[config.mk]
export PLATFORM = sky130hd
export DESIGN_NAME = keymatrix_scan
export DESIGN_NICKNAME = d
export VERILOG_FILES = /design/src/rtl/kms_pkg.sv /design/src/rtl/kms_seq.sv /design/src/rtl/kms_capture.sv /design/src/rtl/kms_readout.sv /design/src/rtl/keymatrix_scan.sv
export SDC_FILE = /design/constraint.sdc
export NUM_CORES = 1
export LEC_CHECK = 0
export ABC_CLOCK_PERIOD_IN_PS = 4400
export CAP_MARGIN = 40
export CORE_MARGIN = 3
export CORE_UTILIZATION = 61
export CTS_CLUSTER_DIAMETER = 80
export DETAILED_ROUTE_END_ITERATION = 10
export GPL_TIMING_DRIVEN = 0
export PLACE_DENSITY = 0.82
export SYNTH_ARGS = -nofsm -noshare
export SYNTH_HDL_FRONTEND = slang
export SYNTH_HIERARCHICAL = 1
export SYNTH_SLANG_ARGS = --single-unit
export TNS_END_PERCENT = 5
[constraint.sdc]
create_clock -name clk -period 4.4 [get_ports clk]
set_clock_uncertainty 0.2 [all_clocks]
set_input_delay 0.66 -clock clk [delete_from_list [all_inputs] [get_ports clk]]
set_output_delay 0.66 -clock clk [all_outputs]
set_load 0.02 [all_outputs]
[src/rtl/kms_pkg.sv]
package kms_pkg;

  // Counter width for a range of n values, never narrower than one bit.
  function automatic int unsigned cnt_width(input int unsigned n);
    return (n <= 2) ? 1 : $clog2(n);
  endfunction

  // Stream bit position of return row ret for zero-based source src.
  function automatic int unsigned key_pos(input int unsigned src,
                                          input int unsigned ret,
                                          input int unsigned n_ret);
    return src * n_ret + ret;
  endfunction

endpackage

[src/rtl/kms_seq.sv]
module kms_seq
  import kms_pkg::*;
#(
  parameter int unsigned N_SRC    = 16,
  parameter int unsigned SLOT_CYC = 4
) (
  input  logic                          clk,
  input  logic                          rst_n,
  input  logic                          scan_en,
  input  logic                          frame_end,
  output logic [N_SRC-1:0]              src_drive,
  output logic                          sample_o,
  output logic [cnt_width(N_SRC)-1:0]   sample_src,
  output logic                          commit_o
);
  localparam int unsigned HALF  = N_SRC / 2;
  localparam int unsigned HS_W  = cnt_width(HALF);
  localparam int unsigned SL_W  = cnt_width(SLOT_CYC);
  localparam int unsigned SRC_W = cnt_width(N_SRC);

  logic            armed_q, half_q, busy_q, first_ok_q;
  logic [HS_W-1:0] src_q;
  logic [SL_W-1:0] slot_q;

  logic last_slot, last_src;
  assign last_slot = (slot_q == SL_W'(SLOT_CYC - 1));
  assign last_src  = (src_q == HS_W'(HALF - 1));

  assign sample_src = SRC_W'(src_q) + (half_q ? SRC_W'(HALF) : SRC_W'(0));
  assign sample_o   = armed_q & scan_en & busy_q & last_slot & ~frame_end;
  assign commit_o   = armed_q & scan_en & frame_end & half_q & first_ok_q & ~busy_q;

  for (genvar i = 0; i < N_SRC; i++) begin : g_drive
    assign src_drive[i] = busy_q && (sample_src == SRC_W'(i));
  end

  always_ff @(posedge clk or negedge rst_n) begin
    if (!rst_n) begin
      armed_q <= 1'b0; half_q <= 1'b0; busy_q <= 1'b0; first_ok_q <= 1'b0;
      src_q <= '0; slot_q <= '0;
    end else if (!scan_en) begin
      armed_q <= 1'b0; half_q <= 1'b0; busy_q <= 1'b0; first_ok_q <= 1'b0;
      src_q <= '0; slot_q <= '0;
    end else if (frame_end) begin
      if (!armed_q) begin
        armed_q    <= 1'b1;
        half_q     <= 1'b0;
        first_ok_q <= 1'b0;
      end else begin
        half_q     <= ~half_q;
        first_ok_q <= ~half_q & ~busy_q;
      end
      busy_q <= 1'b1;
      src_q  <= '0;
      slot_q <= '0;
    end else if (busy_q) begin
      if (last_slot) begin
        slot_q <= '0;
        if (last_src) busy_q <= 1'b0;
        else          src_q  <= src_q + 1'b1;
      end else begin
        slot_q <= slot_q + 1'b1;
      end
    end
  end


  drive_onehot_chk: assert property (@(posedge clk) disable iff (!rst_n)
    $onehot0(src_drive));


  drive_dwell_chk: assert property (@(posedge clk) disable iff (!rst_n)
    ($changed(src_drive) && (|src_drive) && (|$past(src_drive)) && !$past(frame_end))
      |-> $past(sample_o));


  frame_first_src_chk: assert property (@(posedge clk) disable iff (!rst_n)
    $rose(|src_drive) |-> (src_drive[0] || src_drive[HALF]));


  halt_drive_chk: assert property (@(posedge clk) disable iff (!rst_n)
    !scan_en |=> (src_drive == '0));

endmodule

[src/rtl/kms_capture.sv]
module kms_capture
  import kms_pkg::*;
#(
  parameter int unsigned N_SRC = 16,
  parameter int unsigned N_RET = 2
) (
  input  logic                        clk,
  input  logic                        rst_n,
  input  logic                        sample_i,
  input  logic [cnt_width(N_SRC)-1:0] sample_src,
  input  logic [N_RET-1:0]            key_ret,
  input  logic                        commit_i,
  output logic [N_SRC*N_RET-1:0]      key_buf
);
  localparam int unsigned KEY_BITS = N_SRC * N_RET;

  logic [KEY_BITS-1:0] shadow_q;
  logic [KEY_BITS-1:0] shadow_d;

  // Each source owns N_RET adjacent bits; only the sampled source is rewritten.
  for (genvar s = 0; s < N_SRC; s++) begin : g_src
    for (genvar r = 0; r < N_RET; r++) begin : g_ret
      localparam int unsigned POS = key_pos(s, r, N_RET);
      assign shadow_d[POS] = (sample_i && (int'(sample_src) == s)) ? key_ret[r]
                                                                    : shadow_q[POS];
    end
  end

  always_ff @(posedge clk or negedge rst_n) begin
    if (!rst_n) begin
      shadow_q <= '0;
      key_buf  <= '0;
    end else begin
      shadow_q <= shadow_d;
      if (commit_i) key_buf <= shadow_q;
    end
  end


  buf_hold_chk: assert property (@(posedge clk) disable iff (!rst_n)
    !commit_i |=> $stable(key_buf));


  no_sample_on_commit_chk: assert property (@(posedge clk) disable iff (!rst_n)
    !(commit_i && sample_i));

endmodule

[src/rtl/kms_readout.sv]
module kms_readout
  import kms_pkg::*;
#(
  parameter int unsigned KEY_BITS = 32
) (
  input  logic                clk,
  input  logic                rst_n,
  input  logic [KEY_BITS-1:0] key_buf,
  input  logic                rd_restart,
  input  logic                rd_adv,
  output logic                rd_bit,
  output logic [7:0]          rd_byte
);
  localparam int unsigned PTR_W = cnt_width(KEY_BITS);

  logic [KEY_BITS-1:0] snap_q;
  logic [PTR_W-1:0]    ptr_q;
  logic                ptr_last;

  assign ptr_last = (ptr_q == PTR_W'(KEY_BITS - 1));
  assign rd_bit   = snap_q[ptr_q];
  assign rd_byte  = snap_q[8 * int'(ptr_q[PTR_W-1:3]) +: 8];

  always_ff @(posedge clk or negedge rst_n) begin
    if (!rst_n) begin
      snap_q <= '0;
      ptr_q  <= '0;
    end else if (rd_restart) begin
      snap_q <= key_buf;
      ptr_q  <= '0;
    end else if (rd_adv) begin
      ptr_q <= ptr_last ? '0 : ptr_q + 1'b1;
    end
  end


  snap_hold_chk: assert property (@(posedge clk) disable iff (!rst_n)
    !rd_restart |=> $stable(snap_q));


  ptr_wrap_chk: assert property (@(posedge clk) disable iff (!rst_n)
    (rd_adv && !rd_restart && ptr_last) |=> (ptr_q == '0));


  ptr_idle_chk: assert property (@(posedge clk) disable iff (!rst_n)
    (!rd_adv && !rd_restart) |=> $stable(rd_bit) && $stable(rd_byte));

endmodule

[src/rtl/keymatrix_scan.sv]
module keymatrix_scan
  import kms_pkg::*;
#(
  parameter int unsigned N_SRC    = 16,
  parameter int unsigned N_RET    = 2,
  parameter int unsigned SLOT_CYC = 4
) (
  input  logic             clk,
  input  logic             rst_n,
  input  logic             scan_en,
  input  logic             frame_end,
  input  logic [N_RET-1:0] key_ret,
  output logic [N_SRC-1:0] src_drive,
  input  logic             rd_restart,
  input  logic             rd_adv,
  output logic             rd_bit,
  output logic [7:0]       rd_byte
);
  localparam int unsigned KEY_BITS = N_SRC * N_RET;
  localparam int unsigned SRC_W    = cnt_width(N_SRC);

  logic             sample_w;
  logic             commit_w;
  logic [SRC_W-1:0] sample_src_w;
  logic [KEY_BITS-1:0] key_buf_w;

  kms_seq #(.N_SRC(N_SRC), .SLOT_CYC(SLOT_CYC)) u_seq (
    .clk(clk), .rst_n(rst_n), .scan_en(scan_en), .frame_end(frame_end),
    .src_drive(src_drive), .sample_o(sample_w), .sample_src(sample_src_w),
    .commit_o(commit_w)
  );

  kms_capture #(.N_SRC(N_SRC), .N_RET(N_RET)) u_cap (
    .clk(clk), .rst_n(rst_n), .sample_i(sample_w), .sample_src(sample_src_w),
    .key_ret(key_ret), .commit_i(commit_w), .key_buf(key_buf_w)
  );

  kms_readout #(.KEY_BITS(KEY_BITS)) u_rd (
    .clk(clk), .rst_n(rst_n), .key_buf(key_buf_w), .rd_restart(rd_restart),
    .rd_adv(rd_adv), .rd_bit(rd_bit), .rd_byte(rd_byte)
  );


  commit_at_frame_chk: assert property (@(posedge clk) disable iff (!rst_n)
    !frame_end |=> $stable(key_buf_w));

endmodule

Word-level counts from Yosys, hierarchy flattened:

Cells that the tools add are included.

* bits in registers: 110
* input bits: 8
* output and inout port bits: 25

* add/sub/neg operators: 4
* magnitude comparators: 1
* eq/ne operators: 37
* shifts and indexed selects: 1
* muxes and demuxes: 28
* bitwise gates (word level): 12
* reduce and logical (&&, ||, !) cells: 36

Operators with widths (count)
* 4-bit == test, second input constant: 16
* 4-bit by 3-bit == test with 1-bit output, second input constant: 8
* 1-bit logical AND: 32
* 32-bit by 6-bit variable part select with 8-bit output: 1
* 4-bit by 2-bit == test with 1-bit output, second input constant: 4
* 3-bit two-way mux: 5
* 5-bit two-way mux: 3
* 1-bit two-way mux: 14
* 1-bit AND: 9
* 4-bit by 1-bit == test with 1-bit output, second input constant: 2
* 4-bit logical NOT: 2
* 2-bit two-way mux: 4
* 5-bit by 6-bit less-than comparator with 1-bit output, second input constant: 1
* 3-bit by 1-bit != test with 1-bit output, second input constant: 2
* 5-bit by 1-bit adder with 5-bit output, second input constant: 1
* 1-bit binary-select mux with 5-bit select: 1
* 5-bit == test, second input constant: 1
* 3-bit by 4-bit adder with 4-bit output: 1
* 4-bit two-way mux: 1
* 3-bit by 1-bit adder with 3-bit output, second input constant: 1
* 3-bit == test, second input constant: 1
* 3-bit != test, second input constant: 1
* 1-bit inverter: 3
* 3-bit AND reduction: 1
* 4 further kinds: 4

Depth between registers and ports, before layout:

Gate-level depths: netlist (run 1).

* depth in word-level cells: 6
* depth in mapped cells: 7
* gate-level depth less buffers: 6

Hierarchy:

Netlist (run 1), hierarchy kept.

Modules (own cells, without submodules)
* kms_capture: instances 1, cells each 158, area an instance 2503.7 µm²
* kms_readout: instances 1, cells each 144, area an instance 1954.4 µm²
* kms_seq: instances 1, cells each 75, area an instance 696.9 µm²

Worst setup path after synthesis (run 1):

No wires, ideal clock.

* path type: reg-to-output
* from: register u_rd.ptr_q[0]
* to: output rd_bit
* arrival time: 1438 ps
* data required time: 3540 ps
* slack: 2102 ps
* stages on the path, launching flop included: 7
* path through: dfrtp_1 > buf_6 > mux2i_1 > a311o_1 > a221oi_2 > a22oi_1 > nand3_1

* cells in the longest elaborated chain, start to end: 2

Ends and longest elaborated chain
* start: declaration: RTL line kms_readout.sv:17 `logic [PTR_W-1:0] ptr_q;`
* start signal: assignment: RTL line kms_readout.sv:32 `ptr_q <= ptr_last ? '0 : ptr_q + 1'b1;`
* 1-bit binary-select mux with 5-bit select: RTL line kms_readout.sv:21 `assign rd_bit = snap_q[ptr_q];`
* 1-bit two-way mux (not written as such): RTL line kms_readout.sv:21
* end: declaration: RTL line keymatrix_scan.sv:16 `output logic rd_bit,`

No other way between the ends. The select of a mux whose other input is x is not followed.

Worst setup path after layout (run 1):

* from: register u_rd.ptr_q[3]
* to: output rd_bit

Same word-level chain as after synthesis.

==> results of run 1 <==
==> through the flow <==
step | hold slack [ns] | TNS, ns | cell area [um2]
floorplan | 0.164 | 0 | 5150
global placement | 0.267 | -168.73 | 5580
detailed placement | 0.275 | 0 | 5610
CTS | 0.141 | 0 | 5830
global route | 0.163 | 0 | 5830
finish | 0.135 | 0 | 5830
==> power groups by stage <==
stage          Combinational (mW)  Sequential, mW  Clock, mW
2_1_floorplan              0.0547            1.04          0
3_3_place_gp               0.0944            1.04          0
3_5_place_dp               0.0990            1.04          0
4_1_cts                    0.0998            1.02      0.686
5_1_grt                     0.107            1.02      0.723
6_report                   0.0981            1.02      0.664
==> flip-flops by register name (all words and copies together), names as in the netlist <==
| signal | cells |
|---|---|
| u_seq/first_ok_q | 1 |
| u_seq/slot_q | 2 |
| u_cap/key_buf | 32 |
| u_rd/ptr_q | 5 |
| u_seq/half_q | 1 |
| u_seq/src_q | 3 |
| u_seq/armed_q | 1 |
| u_rd/snap_q | 32 |
| u_cap/shadow_q | 32 |
| u_seq/busy_q | 1 |
==> per-layer routing <==
metal,up-vias,global-route usage,share of wire
met4,0,0.0767,0.025
li1,1432,-,-
met1,1588,0.294,0.44
met5,-,0,0
met3,19,0.0443,0.035
met2,67,0.363,0.50
==> area by class of cell <==
type	count	area (um2)	area share
clock inverter	5	91.3	0.0157
sequential	110	2750	0.472
timing repair buffer	31	325	0.0558
clock buffer	11	131	0.0225
tap	102	128	0.0219
inverter	4	15.0	0.00258
buffer	23	120	0.0206
multi-input combinational	240	2270	0.389
==> cell families (layout without fill, tap and decap cells) <==
logic type	count (synthesis)	count (layout)	synth area share
multiplexers	126	126	0.290
buffers and inverters	27	74	0.0262
adder cells (fa/ha/maj)	8	8	0.0194
flip-flops	110	110	0.534
XOR/XNOR	1	1	0.00170
AO/OA/AOI/OAI	20	20	0.0286
AND/OR/NAND/NOR	85	85	0.0998
==> cell usage in the layout (no fill, tap or decap), types with 2 or more instances in the layout <==
master	count
buf_2	11
nand2b_1	6
or3_4	2
clkdlybuf4s50_1	29
and2_1	12
a22oi_1	2
a21oi_1	5
clkbuf_1	8
nor2_1	22
a22o_1	3
nor3_1	2
and3b_1	3
nor3b_2	2
clkbuf_8	9
o21a_1	3
and3_1	4
ha_1	8
mux2_1	6
nand3b_1	11
mux2_2	86
mux2_4	4
dfrtp_1	110
a21boi_1	2
o21ai_0	2
nand3_1	6
nand4_1	2
buf_4	4
inv_1	4
mux2i_1	22
nor2b_1	3
bufinv_16	2
nand2_1	5
mux4_2	8
inv_8	2
==> worst max-delay path by stage <==
stage | depth (start not counted) | slack [ns] | endpoint | start
2_1_floorplan | 6 | 2.10 | rd_bit | u_rd/ptr_q[0]
3_3_place_gp | 1 | -1.54 | u_cap/shadow_q[30] | rst_n
3_5_place_dp | 7 | 1.38 | u_cap/shadow_q[6] | frame_end
4_1_cts | 7 | 1.01 | rd_bit | u_rd/ptr_q[3]
5_1_grt | 7 | 0.88 | rd_bit | u_rd/ptr_q[3]
6_report | 7 | 1.04 | rd_bit | u_rd/ptr_q[3]
==> worst reg2reg max path: cells and delay by family (launching register included) <==
family	cells	cell delay, ns
buf+inv	1	0.19
flops	1	0.40
mux	1	0.34
simple gates	4	0.93
==> flow_metrics.tcl, run 1 <==
set metrics [dict create \
    peakVddDrop_uv 228 \
    fin_total_pwr_mw 1.78 \
    r2r_slack_ns 2.23 \
    finalHoldViolations 0 \
    dpl.hpwl_mm 7.28 \
    drive_gt1_frac 0.318 \
    arrival_ns 2.50 \
    fin_nets 435 \
    drv_cap 0 \
    p_comb_frac 0.055 \
    reg2reg_depth 6 \
    netlist_area_um2 5150 \
    ys_seq_elements 110 \
    cp.required_ns 3.54 \
    critPathMaxStageDelay_ns 0.61 \
    critical-path-top-delay-family "buffers and inverters" \
    finalSetupViolations 0 \
    dp.cells 510 \
    p_sw_mw 0.398 \
    root_buffer "clkbuf_8" \
    grt_pass1_wl_mm 16.7 \
    internal_power_mw 1.38 \
    avgSynthCellArea_um2 13.7 \
    hold_buffers 0 \
    p_leak_nw 2.80 \
    numCtsBuffers 9 \
    die-area_um2 9590 \
    fillers 514 \
    synth-async-reset-ratio 1.00 \
    ys_types 42 \
    rsz0062_at_grt "no" \
    cp-end-kind "output port" \
    routed_wl_mm 10.1 \
    num_vias 3106 \
    core_area_um2 7970 \
    place_ws_ns 1.38 \
    r2r-end "u_cap/shadow_q[25]" \
    fin_crit_ns 3.36 \
    synthToLayoutAreaGrowth_pct 13.1 \
    tightest_slew_ns 0.693 \
    critPathKind "reg2out" \
    utilization 0.732 \
    overflow 0 \
    gp_congestion 0.909 \
    cp_slowest_cell "clkdlybuf4s50_1" \
    clock_path_buffers 2 \
    grt_usage 0.220 \
    yosysTopAreaCell "dfrtp_1" \
    grt_pass1_vias 3262 \
    period_share 0.763 \
    clkTransAtPathRegs_ns 0.10 \
    hold_path.class "in2async" \
    synth_area_leaders "dfrtp_1 53%, mux2_2 19%, mux2i_1 4.3%" \
    crit_fanout 10 \
    crit_buf_inv 4 \
    cp-start-kind "flip-flop" \
    post_drt_wl_per_cell_um 19.1 \
    ant_nets 0 \
    syn_inst 377 \
    sw_frac_of_total 0.224 \
    cts_setup_buffers 0 \
    yosysWarningCount 6 \
    synth_seq_area_share 0.534 \
    num_io_pins 33 \
    max_freq_mhz 298 \
    p_clk_frac 0.373 \
    synth_edf_count 0 \
    run_status "finished clean" \
    ys.flop_type "dfrtp_1" \
    die_x_um 97.9 \
    initialDrtViolationCount 145 \
    yosysTopAreaCellShare 0.534 \
    rows 32 \
    drv_slew 0 \
    final_cells 526 \
    p_per_area_nw_per_um2 305 \
    h-tree-depth 3 \
    synth.most_common_cell "dfrtp_1" \
    crit_chain "clkbuf_2, buf_2, inv_1, a311oi_1, a22oi_1, nand3_1, clkdlybuf4s50_1" \
    setup_ws_ns 1.04 \
    start_util 0.647 \
    timing.slew.headroom 0.538 \
    synth_fp_nets 393 \
    reg2reg_from "u_seq/busy_q" \
    drc_errors 0 \
    numPortBuffers 30 \
    grt_max_degree 58 \
    vias_per_cell 5.90 \
    cts_tree "done" \
    clock-sinks 110 \
    die_h_um 97.9 \
    antenna_found_initial 0 \
    worstSkewPairLatency_ns 0.36 \
    post_cts_resized 0 \
    diodes 0 \
    p_seq_frac 0.572 \
    yosys-top-cells-count "110 x dfrtp_1, 86 x mux2_2, 22 x mux2i_1, 22 x nor2_1, 12 x and2_1" \
    drtPass1Iterations 4 \
]
No activity file was read; power rests on OpenSTA's default activity.
==> run 2, diff against run 1 <==
--- a/config.mk
+++ b/config.mk
@@ -5,14 +5,14 @@
 export SDC_FILE = /design/constraint.sdc
 export NUM_CORES = 1
 export LEC_CHECK = 0
-export ABC_CLOCK_PERIOD_IN_PS = 4400
+export ABC_CLOCK_PERIOD_IN_PS = 3050
 export CAP_MARGIN = 40
 export CORE_MARGIN = 3
-export CORE_UTILIZATION = 61
+export CORE_UTILIZATION = 53
 export CTS_CLUSTER_DIAMETER = 80
 export DETAILED_ROUTE_END_ITERATION = 10
 export GPL_TIMING_DRIVEN = 0
-export PLACE_DENSITY = 0.82
+export PLACE_DENSITY = 0.75
 export SYNTH_ARGS = -nofsm -noshare
 export SYNTH_HDL_FRONTEND = slang
 export SYNTH_HIERARCHICAL = 1
==> constraint.sdc (replaced) <==
create_clock -name clk -period 3.05 [get_ports clk]
set_clock_uncertainty 0.2 [all_clocks]
set_input_delay 0.4575 -clock clk [delete_from_list [all_inputs] [get_ports clk]]
set_output_delay 0.4575 -clock clk [all_outputs]
set_load 0.02 [all_outputs]
==> flow_metrics.tcl, run 2 (synthesis results as in run 1) <==
set metrics [dict create \
    vias_per_cell 5.47 \
    finalHoldViolations 0 \
    post_drt_wl_per_cell_um 17.6 \
    tns_ns 0 \
    whs_path_depth 3 \
    cp-end-kind "output port" \
    utilization 0.629 \
    drc_errors 0 \
    fin_area_um2 5860 \
    p_clk_frac 0.362 \
    initialDrtViolationCount 107 \
    die-area_um2 10900 \
    rows 35 \
    cts_tree "done" \
    p_per_area_nw_per_um2 431 \
    cp_slowest_cell "clkdlybuf4s50_1" \
    peakVddDrop_uv 217 \
    drv_slew 0 \
    setup_ws_ns 0.109 \
    sw_frac_of_total 0.241 \
    crit_fanout 10 \
    h-tree-depth 3 \
    overflow 0 \
    root_buffer "clkbuf_8" \
    routed_wl_mm 9.76 \
    p_seq_frac 0.582 \
    num_vias 3033 \
    final_cells 554 \
    arrival_ns 2.28 \
    rsz0062_at_grt "no" \
    worstSkewPairLatency_ns 0.37 \
    ant_nets 0 \
    dpl-instance-area_um2 5640 \
    numPortBuffers 30 \
    synthToLayoutAreaGrowth_pct 13.7 \
    critPathMaxStageDelay_ns 0.56 \
    grt_usage 0.189 \
    tightest_slew_ns 0.657 \
    grt_pass1_wl_mm 16.3 \
    drv_cap 0 \
    diodes 0 \
    cp-start-kind "flip-flop" \
    die_h_um 105 \
    clock_path_buffers 2 \
    cp.required_ns 2.39 \
    core_area_um2 9330 \
    numCtsBuffers 9 \
    timing.hold.ws_ns 0.272 \
    internal_power_mw 1.92 \
    fin_nets 436 \
    fin_total_pwr_mw 2.52 \
    final_common_cell "dfrtp_1" \
    critPathKind "reg2out" \
    hold_path.class "in2reg" \
    drtPass1Iterations 4 \
    num_io_pins 33 \
    r2r_slack_ns 0.87 \
    crit_chain "buf_1, mux4_2, clkdlybuf4s50_1" \
    die_x_um 105 \
    reg_top3 "u_cap/key_buf: 32 flops, u_cap/shadow_q: 32 flops, u_rd/snap_q: 32 flops" \
    grt_use_met1 0.265 \
    clkTransAtPathRegs_ns 0.11 \
    finalSetupViolations 0 \
    hp-start "rd_adv" \
    hold_end "u_rd/ptr_q[1]" \
    drive_gt1_frac 0.322 \
    run_status "finished clean" \
    gp_congestion 0.812 \
    p_comb_frac 0.056 \
    reg2reg_depth 6 \
    fin_crit_ns 2.94 \
    use_met3 0.0266 \
    place_ws_ns 0.212 \
    grt_max_degree 62 \
    period_share 0.964 \
    timing.slew.headroom 0.562 \
    reg2reg_from "u_seq/busy_q" \
    fillers 727 \
    dpl.hpwl_mm 7.08 \
    p_leak_nw 2.80 \
    p_sw_mw 0.608 \
    clock-sinks 110 \
    grt.busiest_layer "met2" \
    use_met2 0.308 \
    grt_pass1_vias 3148 \
    max_freq_mhz 340 \
    dp.cells 537 \
    start_util 0.553 \
    r2r-end "u_cap/key_buf[17]" \
    layout_common_cells "110 x dfrtp_1, 86 x mux2_2, 28 x clkdlybuf4s50_1" \
    cts_setup_buffers 0 \
    antenna_found_initial 0 \
]
run 2: how the worst max path moves through the flow:
| stage | start | endpoint | slack, ns | cells past startpoint |
|---|---|---|---|---|
| CTS | u_rd/ptr_q[3] | rd_byte[4] | 0.13 | 4 |
| detailed placement | frame_end | u_cap/shadow_q[6] | 0.21 | 7 |
| global placement | rst_n | u_cap/shadow_q[23] | -2.72 | 1 |
| finish | u_rd/ptr_q[4] | rd_byte[4] | 0.11 | 3 |
| global route | u_rd/ptr_q[2] | rd_bit | 0.04 | 7 |
| floorplan | u_rd/ptr_q[0] | rd_bit | 0.95 | 6 |
run 2: routing by layer:
layer | up-vias | wire (um)
met2 | 44 | 4690
met1 | 1541 | 4630
met5 | - | 0
li1 | 1433 | -
met4 | 0 | 172
met3 | 15 | 262
run 2: layout make-up:
type                       instances  area (um2)  area share
sequential                       110        2750       0.469
clock buffer                       9         124      0.0211
clock inverter                     7        86.3      0.0147
multi-input combinational        240        2270       0.387
tap                              129         161      0.0275
timing repair buffer              32         334      0.0570
buffer                            23         123      0.0209
inverter                           4        15.0     0.00256
run 2: repair_timing:
| item | 4_1_cts | 5_1_grt |
|---|---|---|
| setup endpoints to repair | 1 | 0 |
| endpoints found under the hold margin | 49 | 0 |
| hold buffers | 1 | 0 |
| resized for setup | 2 | 0 |
run 2: critical path: cells and delay by family, from the launching register on:
kind	cells	cell delay, ns
buffers and inverters	2	1.03
multiplexers	1	0.41
flip-flops	1	0.48
run 2: power groups by stage:
stage | clock network, mW | registers, mW | logic (mW)
after detailed placement | 0 | 1.50 | 0.144
final | 0.914 | 1.47 | 0.141
after global routing | 1.00 | 1.47 | 0.157
after global placement | 0 | 1.50 | 0.137
after CTS | 0.941 | 1.47 | 0.144
after floorplan | 0 | 1.50 | 0.0789
